## src/rtl/mbox_hub_pkg.sv

```systemverilog
package mbox_hub_pkg;

    localparam int unsigned WORD_W      = 32;
    localparam int unsigned MAX_MBOX    = 8;
    localparam int unsigned STAT_W      = 2 * MAX_MBOX;

    // register offsets; the status layout is shared by the masks
    localparam int unsigned OFS_MASK0   = 32'h100;
    localparam int unsigned OFS_VECTOR  = 32'h300;
    localparam int unsigned OFS_STATUS  = 32'h304;
    localparam int unsigned OFS_SIZING  = 32'h380;

    // mailbox windows
    localparam int unsigned SLOT_BASE   = 32'h1_0000;
    localparam int unsigned SLOT_STRIDE = 32'h8000;
    localparam int unsigned SLOT_WORD   = 32'h0;
    localparam int unsigned SLOT_FIE    = 32'h4;
    localparam int unsigned SLOT_EIE    = 32'h8;

    typedef struct packed {
        logic [WORD_W-1:0] word;
        logic              full_ie;
        logic              empty_ie;
    } slot_state_t;

    typedef struct packed {
        logic              rvalid;
        logic [WORD_W-1:0] rdata;
    } rd_state_t;

    function automatic int unsigned slot_addr(input int unsigned idx, input int unsigned ofs);
        return SLOT_BASE + idx * SLOT_STRIDE + ofs;
    endfunction

endpackage

```

## src/rtl/mbox_hub_slot.sv

```systemverilog
module mbox_hub_slot
    import mbox_hub_pkg::*;
#(
    parameter bit HAS_IE = 1'b1
) (
    input  logic              clk,
    input  logic              rst_n,
    input  logic              wr_word,
    input  logic              wr_fie,
    input  logic              wr_eie,
    input  logic [WORD_W-1:0] wdata,
    output logic [WORD_W-1:0] word_o,
    output logic              full_ie_o,
    output logic              empty_ie_o
);

    slot_state_t st_d, st_q;

    always_comb begin
        st_d = st_q;
        // the occupancy flag rides in bit 31, so a single store updates both
        if (wr_word) begin
            st_d.word = wdata;
        end
        if (HAS_IE) begin
            if (wr_fie) begin
                st_d.full_ie = wdata[0];
            end
            if (wr_eie) begin
                st_d.empty_ie = wdata[0];
            end
        end
    end

    always_ff @(posedge clk) begin
        if (!rst_n) begin
            st_q <= '0;
        end else begin
            st_q <= st_d;
        end
    end

    assign word_o     = st_q.word;
    assign full_ie_o  = st_q.full_ie;
    assign empty_ie_o = st_q.empty_ie;

endmodule

```

## src/rtl/mbox_hub_route.sv

```systemverilog
module mbox_hub_route
    import mbox_hub_pkg::*;
#(
    parameter int unsigned NUM_LINES = 4,
    localparam int unsigned LSEL_W   = (NUM_LINES > 1) ? $clog2(NUM_LINES) : 1
) (
    input  logic                              clk,
    input  logic                              rst_n,
    input  logic                              mask_we,
    input  logic [LSEL_W-1:0]                 mask_sel,
    input  logic [STAT_W-1:0]                 mask_wdata,
    input  logic [STAT_W-1:0]                 src,
    output logic [NUM_LINES-1:0][STAT_W-1:0]  mask_o,
    output logic [NUM_LINES-1:0]              irq_o,
    output logic [WORD_W-1:0]                 first_o
);

    typedef struct packed {
        logic [NUM_LINES-1:0][STAT_W-1:0] mask;
    } route_state_t;

    route_state_t st_d, st_q;

    always_comb begin
        st_d = st_q;
        if (mask_we) begin
            st_d.mask[mask_sel] = mask_wdata;
        end
    end

    always_ff @(posedge clk) begin
        if (!rst_n) begin
            st_q <= '0;
        end else begin
            st_q <= st_d;
        end
    end

    for (genvar l = 0; l < NUM_LINES; l++) begin : g_line
        assign irq_o[l] = |(src & st_q.mask[l]);
    end

    // lowest active line wins; all ones when idle
    always_comb begin
        first_o = '1;
        for (int k = NUM_LINES - 1; k >= 0; k--) begin
            if (irq_o[k]) begin
                first_o = WORD_W'(k);
            end
        end
    end

    assign mask_o = st_q.mask;

endmodule

```

## src/rtl/mbox_irq_hub.sv

```systemverilog
module mbox_irq_hub
    import mbox_hub_pkg::*;
#(
    parameter int unsigned NUM_MBOX    = 8,
    parameter int unsigned NUM_LINES   = 4,
    parameter int unsigned NUM_SHSEM   = 4,
    parameter int unsigned NUM_ARSEM   = 2,
    parameter int unsigned NUM_DBELL   = 6,
    parameter int unsigned ADDR_W      = 20,
    parameter bit          HAS_MBOX_IE = 1'b1
) (
    input  logic                 clk,
    input  logic                 rst_n,
    input  logic                 bus_req,
    input  logic                 bus_we,
    input  logic [ADDR_W-1:0]    bus_addr,
    input  logic [WORD_W-1:0]    bus_wdata,
    output logic                 bus_rvalid,
    output logic [WORD_W-1:0]    bus_rdata,
    output logic [NUM_LINES-1:0] irq
);

    localparam int unsigned LSEL_W = (NUM_LINES > 1) ? $clog2(NUM_LINES) : 1;
    localparam logic [WORD_W-1:0] SIZING = {12'h0, 4'(NUM_LINES), 4'(NUM_DBELL),
                                            4'(NUM_ARSEM), 4'(NUM_SHSEM), 4'(NUM_MBOX)};

    logic [NUM_MBOX-1:0]                wr_word, wr_fie, wr_eie;
    logic [NUM_MBOX-1:0][WORD_W-1:0]    word;
    logic [NUM_MBOX-1:0]                fie, eie, full_vec;
    logic [STAT_W-1:0]                  raw_stat, eff_stat;
    logic                               mask_we;
    logic [LSEL_W-1:0]                  mask_sel;
    logic [NUM_LINES-1:0][STAT_W-1:0]   mask_val;
    logic [WORD_W-1:0]                  first_line;
    rd_state_t                          rd_d, rd_q;

    // write decode
    always_comb begin
        wr_word  = '0;
        wr_fie   = '0;
        wr_eie   = '0;
        mask_we  = 1'b0;
        mask_sel = '0;
        if (bus_req && bus_we) begin
            for (int unsigned i = 0; i < NUM_MBOX; i++) begin
                if (bus_addr == ADDR_W'(slot_addr(i, SLOT_WORD))) wr_word[i] = 1'b1;
                if (bus_addr == ADDR_W'(slot_addr(i, SLOT_FIE)))  wr_fie[i]  = 1'b1;
                if (bus_addr == ADDR_W'(slot_addr(i, SLOT_EIE)))  wr_eie[i]  = 1'b1;
            end
            for (int unsigned l = 0; l < NUM_LINES; l++) begin
                if (bus_addr == ADDR_W'(OFS_MASK0 + 4 * l)) begin
                    mask_we  = 1'b1;
                    mask_sel = LSEL_W'(l);
                end
            end
        end
    end

    for (genvar g = 0; g < NUM_MBOX; g++) begin : g_slot
        mbox_hub_slot #(
            .HAS_IE(HAS_MBOX_IE)
        ) slot_i (
            .clk       (clk),
            .rst_n     (rst_n),
            .wr_word   (wr_word[g]),
            .wr_fie    (wr_fie[g]),
            .wr_eie    (wr_eie[g]),
            .wdata     (bus_wdata),
            .word_o    (word[g]),
            .full_ie_o (fie[g]),
            .empty_ie_o(eie[g])
        );
        assign full_vec[g] = word[g][WORD_W-1];
    end

    // status packing and per-mailbox gating
    for (genvar g = 0; g < MAX_MBOX; g++) begin : g_stat
        if (g < NUM_MBOX) begin : g_live
            assign raw_stat[g]            = ~full_vec[g];
            assign raw_stat[MAX_MBOX + g] = full_vec[g];
            if (HAS_MBOX_IE) begin : g_gate
                assign eff_stat[g]            = raw_stat[g] & eie[g];
                assign eff_stat[MAX_MBOX + g] = raw_stat[MAX_MBOX + g] & fie[g];
            end else begin : g_nogate
                assign eff_stat[g]            = raw_stat[g];
                assign eff_stat[MAX_MBOX + g] = raw_stat[MAX_MBOX + g];
            end
        end else begin : g_absent
            assign raw_stat[g]            = 1'b0;
            assign raw_stat[MAX_MBOX + g] = 1'b0;
            assign eff_stat[g]            = 1'b0;
            assign eff_stat[MAX_MBOX + g] = 1'b0;
        end
    end

    mbox_hub_route #(
        .NUM_LINES(NUM_LINES)
    ) route_i (
        .clk       (clk),
        .rst_n     (rst_n),
        .mask_we   (mask_we),
        .mask_sel  (mask_sel),
        .mask_wdata(bus_wdata[STAT_W-1:0]),
        .src       (eff_stat),
        .mask_o    (mask_val),
        .irq_o     (irq),
        .first_o   (first_line)
    );

    // read path: one registered stage
    always_comb begin
        rd_d.rvalid = bus_req && !bus_we;
        rd_d.rdata  = '0;
        if (bus_req && !bus_we) begin
            if (bus_addr == ADDR_W'(OFS_VECTOR)) rd_d.rdata = first_line;
            if (bus_addr == ADDR_W'(OFS_STATUS)) rd_d.rdata = WORD_W'(raw_stat);
            if (bus_addr == ADDR_W'(OFS_SIZING)) rd_d.rdata = SIZING;
            for (int unsigned l = 0; l < NUM_LINES; l++) begin
                if (bus_addr == ADDR_W'(OFS_MASK0 + 4 * l)) rd_d.rdata = WORD_W'(mask_val[l]);
            end
            for (int unsigned i = 0; i < NUM_MBOX; i++) begin
                if (bus_addr == ADDR_W'(slot_addr(i, SLOT_WORD))) rd_d.rdata = word[i];
                if (bus_addr == ADDR_W'(slot_addr(i, SLOT_FIE)))  rd_d.rdata = WORD_W'(fie[i]);
                if (bus_addr == ADDR_W'(slot_addr(i, SLOT_EIE)))  rd_d.rdata = WORD_W'(eie[i]);
            end
        end
    end

    always_ff @(posedge clk) begin
        if (!rst_n) begin
            rd_q <= '0;
        end else begin
            rd_q <= rd_d;
        end
    end

    assign bus_rvalid = rd_q.rvalid;
    assign bus_rdata  = rd_q.rdata;

endmodule

```

## config.mk

```make
export PLATFORM = sky130hd
export DESIGN_NAME = mbox_irq_hub
export DESIGN_NICKNAME = d
export VERILOG_FILES = /design/src/rtl/mbox_hub_pkg.sv /design/src/rtl/mbox_hub_slot.sv /design/src/rtl/mbox_hub_route.sv /design/src/rtl/mbox_irq_hub.sv
export SDC_FILE = /design/constraint.sdc
export NUM_CORES = 1
export LEC_CHECK = 0
export ABC_AREA = 0
export CELL_PAD_IN_SITES_DETAIL_PLACEMENT = 1
export CELL_PAD_IN_SITES_GLOBAL_PLACEMENT = 1
export CORE_MARGIN = 10
export CORE_UTILIZATION = 45
export DETAILED_ROUTE_END_ITERATION = 12
export PLACE_DENSITY = 0.79
export SLEW_MARGIN = 10
export SYNTH_ARGS = -nofsm -noshare
export SYNTH_HDL_FRONTEND = slang
export SYNTH_SLANG_ARGS = --single-unit
```

## constraint.sdc

```tcl
create_clock -name clk -period 3.56 [get_ports clk]
set_input_delay 0.534 -clock clk [delete_from_list [all_inputs] [get_ports clk]]
set_output_delay 0.534 -clock clk [all_outputs]
set_load 0.01 [all_outputs]
```

==> impl_metrics.env, run 1 <==
export IMPL_outcome="finished clean"
export IMPL_critPathLaunch="g_slot[1].slot_i.word_o[31]$_SDFFE_PN0P_"
export IMPL_yosysWarnings=0
export IMPL_synth_top_area_share_pct=43.7
export IMPL_multi_input_area_um2=8800
export IMPL_swShare_pct=22.8
export IMPL_port_buffers=92
export IMPL_grt_usage_pct=28.6
export IMPL_dp_worst_setup_slack_ns=-0.0206
export IMPL_syn_cell_area_um2=16900
export IMPL_fillers=4400
export IMPL_gp_congestion=0.946
export IMPL_clock_sinks=369
export IMPL_ys_async_sr_fraction_pct=0
export IMPL_cts_tree="built"
export IMPL_crit_fanout=12
export IMPL_crit_type="register to primary output"
export IMPL_drtAntennaViolNets=0
export IMPL_skew_ns=0.0194
export IMPL_hold_viol=0
export IMPL_synth_area_leaders="dfxtp_1 (44%), nand2_1 (16%), a21boi_0 (15%)"
export IMPL_cp_required_ns=3.03
export IMPL_power_leakage_nw=6.44
export IMPL_synth_area_leader_cell="dfxtp_1"
export IMPL_cts_htree_levels=2
export IMPL_maxSlewHeadroom_pct=16.7
export IMPL_p_comb_share_pct=3.9
export IMPL_numCtsBuffers=42
export IMPL_rows=70
export IMPL_critPathTopFamily="simple AND/OR/NAND/NOR gates"
export IMPL_antenna_found_initial=0
export IMPL_setup_slack_ns=0.208
export IMPL_cp_end_kind="primary output"
export IMPL_vias=16600
export IMPL_synth_most_common_cell="nand2_1"
export IMPL_fin_cells=2699
export IMPL_die_area_um2=45800
export IMPL_power_density_nw_per_um2=439
export IMPL_synth_ff_type="dfxtp_1"
export IMPL_drc=0
export IMPL_synth_seq_cells=369
export IMPL_netSwitchingPower_mw=2.02
export IMPL_ys_types=67
export IMPL_syn_area_per_cell_um2=7.97
export IMPL_seq_area_frac_synth_pct=43.7
export IMPL_max_cap_viol_count=0
export IMPL_drt_wirelength_per_cell_um=25.3
export IMPL_power_mw=8.85
export IMPL_fin_crit_ns=3.35
export IMPL_dieHeight_um=214
export IMPL_clkPwrFrac_pct=49.4
export IMPL_hp_start="rst_n"
export IMPL_hold_path_class="input port to register"
export IMPL_grt_overflow=0
export IMPL_max_vdd_ir_drop_v=0.000335
export IMPL_r2r_slack_ns=0.56
export IMPL_grt_max_degree=120
export IMPL_cp_cell_sequence="nand3b_1 -> nand4_1 -> or4_1 -> clkdlybuf4s50_1"
export IMPL_nNetsFinal=2219
export IMPL_power_internal_mw=6.83
export IMPL_timing_rr_start="g_slot[1].slot_i.word_o[31]$_SDFFE_PN0P_"
export IMPL_finalMaxSlewViolations=0
export IMPL_clock_latency_ns=0.58
export IMPL_placed_cells=2623
export IMPL_worst_slew_pin_slew_ns=1.25
export IMPL_power_frac_seq_pct=46.7
export IMPL_max_clock_freq_mhz=298
export IMPL_synth_commonest_cells="nand2_1 (712), dfxtp_1 (369), a21boi_0 (332)"
export IMPL_reg2regPathDepth=8
export IMPL_setup_viol=0
export IMPL_area_sequential_um2=7390
export IMPL_startpoint_type="register"
export IMPL_rsz0062_at_grt="false"
export IMPL_die_width_um=214
export IMPL_slowest_stage="dfxtp_1"
export IMPL_cts_root_buf="clkbuf_16"
export IMPL_rr_endpoint="bus_rdata[31]$_SDFF_PP0_"
export IMPL_io_pins=93
export IMPL_crit_buf_inv=1
export IMPL_first_pass_iters=6
export IMPL_post_cts_repair_setup_buffers=0
export IMPL_cp_arrival_ns=2.82
export IMPL_antenna_cells=0
export IMPL_grt_first_pass_wirelength_mm=104
export IMPL_cts_resized=0
export IMPL_cts_buffer_depth=3
export IMPL_synth_edf_count=0
export IMPL_area_growth_pct=19.2
export IMPL_slowest_delay_ns=0.72
export IMPL_drt_iter0_drc=1629
export IMPL_wirelength_mm=68.2
export IMPL_synthesis_nets=2179
export IMPL_netlist_instances=2123
export IMPL_grt_pass1_vias=17100
export IMPL_finalCritPeriodShare_pct=94.2
export IMPL_crit_path_end="irq[0]"
export IMPL_start_util_pct=45.9
export IMPL_dpl_hpwl_mm=43.8
export IMPL_path_depth=4
export IMPL_drive_gt1_share_pct=9.52
export IMPL_core_um2=36900
export IMPL_viasPerCell=6.16
export IMPL_clk_pin_slew_ns=0.06
export IMPL_fin_util_pct=54.7
export IMPL_holdBufCountCts=0
==> per-layer routing <==
| layer | wire (um) | vias to the layer above | GRT usage (%) |
|---|---|---|---|
| li1 | - | 7444 | - |
| met3 | 4450 | 152 | 4.26 |
| met5 | 0 | - | 0 |
| met4 | 2890 | 0 | 13.2 |
| met2 | 32200 | 651 | 47.2 |
| met1 | 28700 | 8392 | 36.1 |
==> power by group through the flow <==
stage	Clock (mW)	Sequential (mW)	Combinational, mW
global placement	0	4.22	0.335
CTS	4.44	4.13	0.339
floorplan	0	4.22	0.182
finish	4.38	4.13	0.346
detailed placement	0	4.22	0.337
global route	4.61	4.13	0.363
==> how the worst min path moves through the flow <==
stage	depth (start not counted)	endpoint	slack (ns)
2_1_floorplan	2	g_slot[0].slot_i.word_o[2]$_SDFFE_PN0P_	0.44
3_3_place_gp	2	g_slot[0].slot_i.word_o[2]$_SDFFE_PN0P_	0.45
3_5_place_dp	2	g_slot[2].slot_i.word_o[28]$_SDFFE_PN0P_	0.46
4_1_cts	2	g_slot[4].slot_i.empty_ie_o$_SDFFE_PN0P_	0.42
5_1_grt	2	g_slot[4].slot_i.empty_ie_o$_SDFFE_PN0P_	0.47
6_report	2	g_slot[4].slot_i.empty_ie_o$_SDFFE_PN0P_	0.44
==> sequential cells by signal, summed over array words and instances (netlist names) <==
register,cells
g_slot.slot_i.empty_ie_o,8
bus_rdata,32
route_i.mask_o,64
g_slot.slot_i.full_ie_o,8
bus_rvalid,1
g_slot.slot_i.word_o,256
==> metrics by stage <==
| stage | TNS, ns | instance area (um^2) | hold slack (ns) |
|---|---|---|---|
| after CTS | 0 | 20200 | 0.422 |
| after detailed placement | -0.0774 | 18800 | 0.457 |
| after global placement | 0 | 18800 | 0.445 |
| after floorplan | 0 | 16900 | 0.436 |
| final | 0 | 20200 | 0.437 |
| after global routing | 0 | 20200 | 0.473 |
==> logic make-up after synthesis <==
kind of cell / count (synthesis) / synth area share, %
xor+xnor: 1 / 0.0518
compound gates: 545 / 24.4
mux: 20 / 1.28
buf+inv: 204 / 4.90
flops: 369 / 43.7
simple gates: 984 / 25.7
==> final cells by class <==
cell class | count | area share (%)
Tap cell | 504 | 3.13
Multi-Input combinational cell | 1550 | 43.6
Timing Repair Buffer | 193 | 9.57
Clock inverter | 12 | 0.546
Clock buffer | 64 | 6.37
Sequential cell | 369 | 36.6
Inverter | 7 | 0.130
==> placed cells by master (no fill, tap or decap), drive strengths merged, types with 4 or more instances in the layout <==
master / n
nand2: 712
a221oi: 21
a21oi: 36
a222oi: 33
nor3: 21
clkdlybuf4s50: 91
nor4: 24
dfxtp: 369
clkbuf: 64
a22o: 15
nand4: 40
buf: 102
and2: 5
and3: 19
o21a: 10
nand3b: 36
or4: 6
a21boi: 333
o21ai: 12
a31oi: 12
inv: 7
mux2: 13
nor2b: 6
clkinv: 10
nor2: 34
mux2i: 7
nand3: 53
or2: 4
a22oi: 40
or3: 11
Power figures use the tool's default switching activity.
==> run 2, diff against run 1 <==
Settings changed: ABC_AREA 0 to unset.
==> results of run 2 <==
Final layout, timing and power as in run 1 (identical DEF).
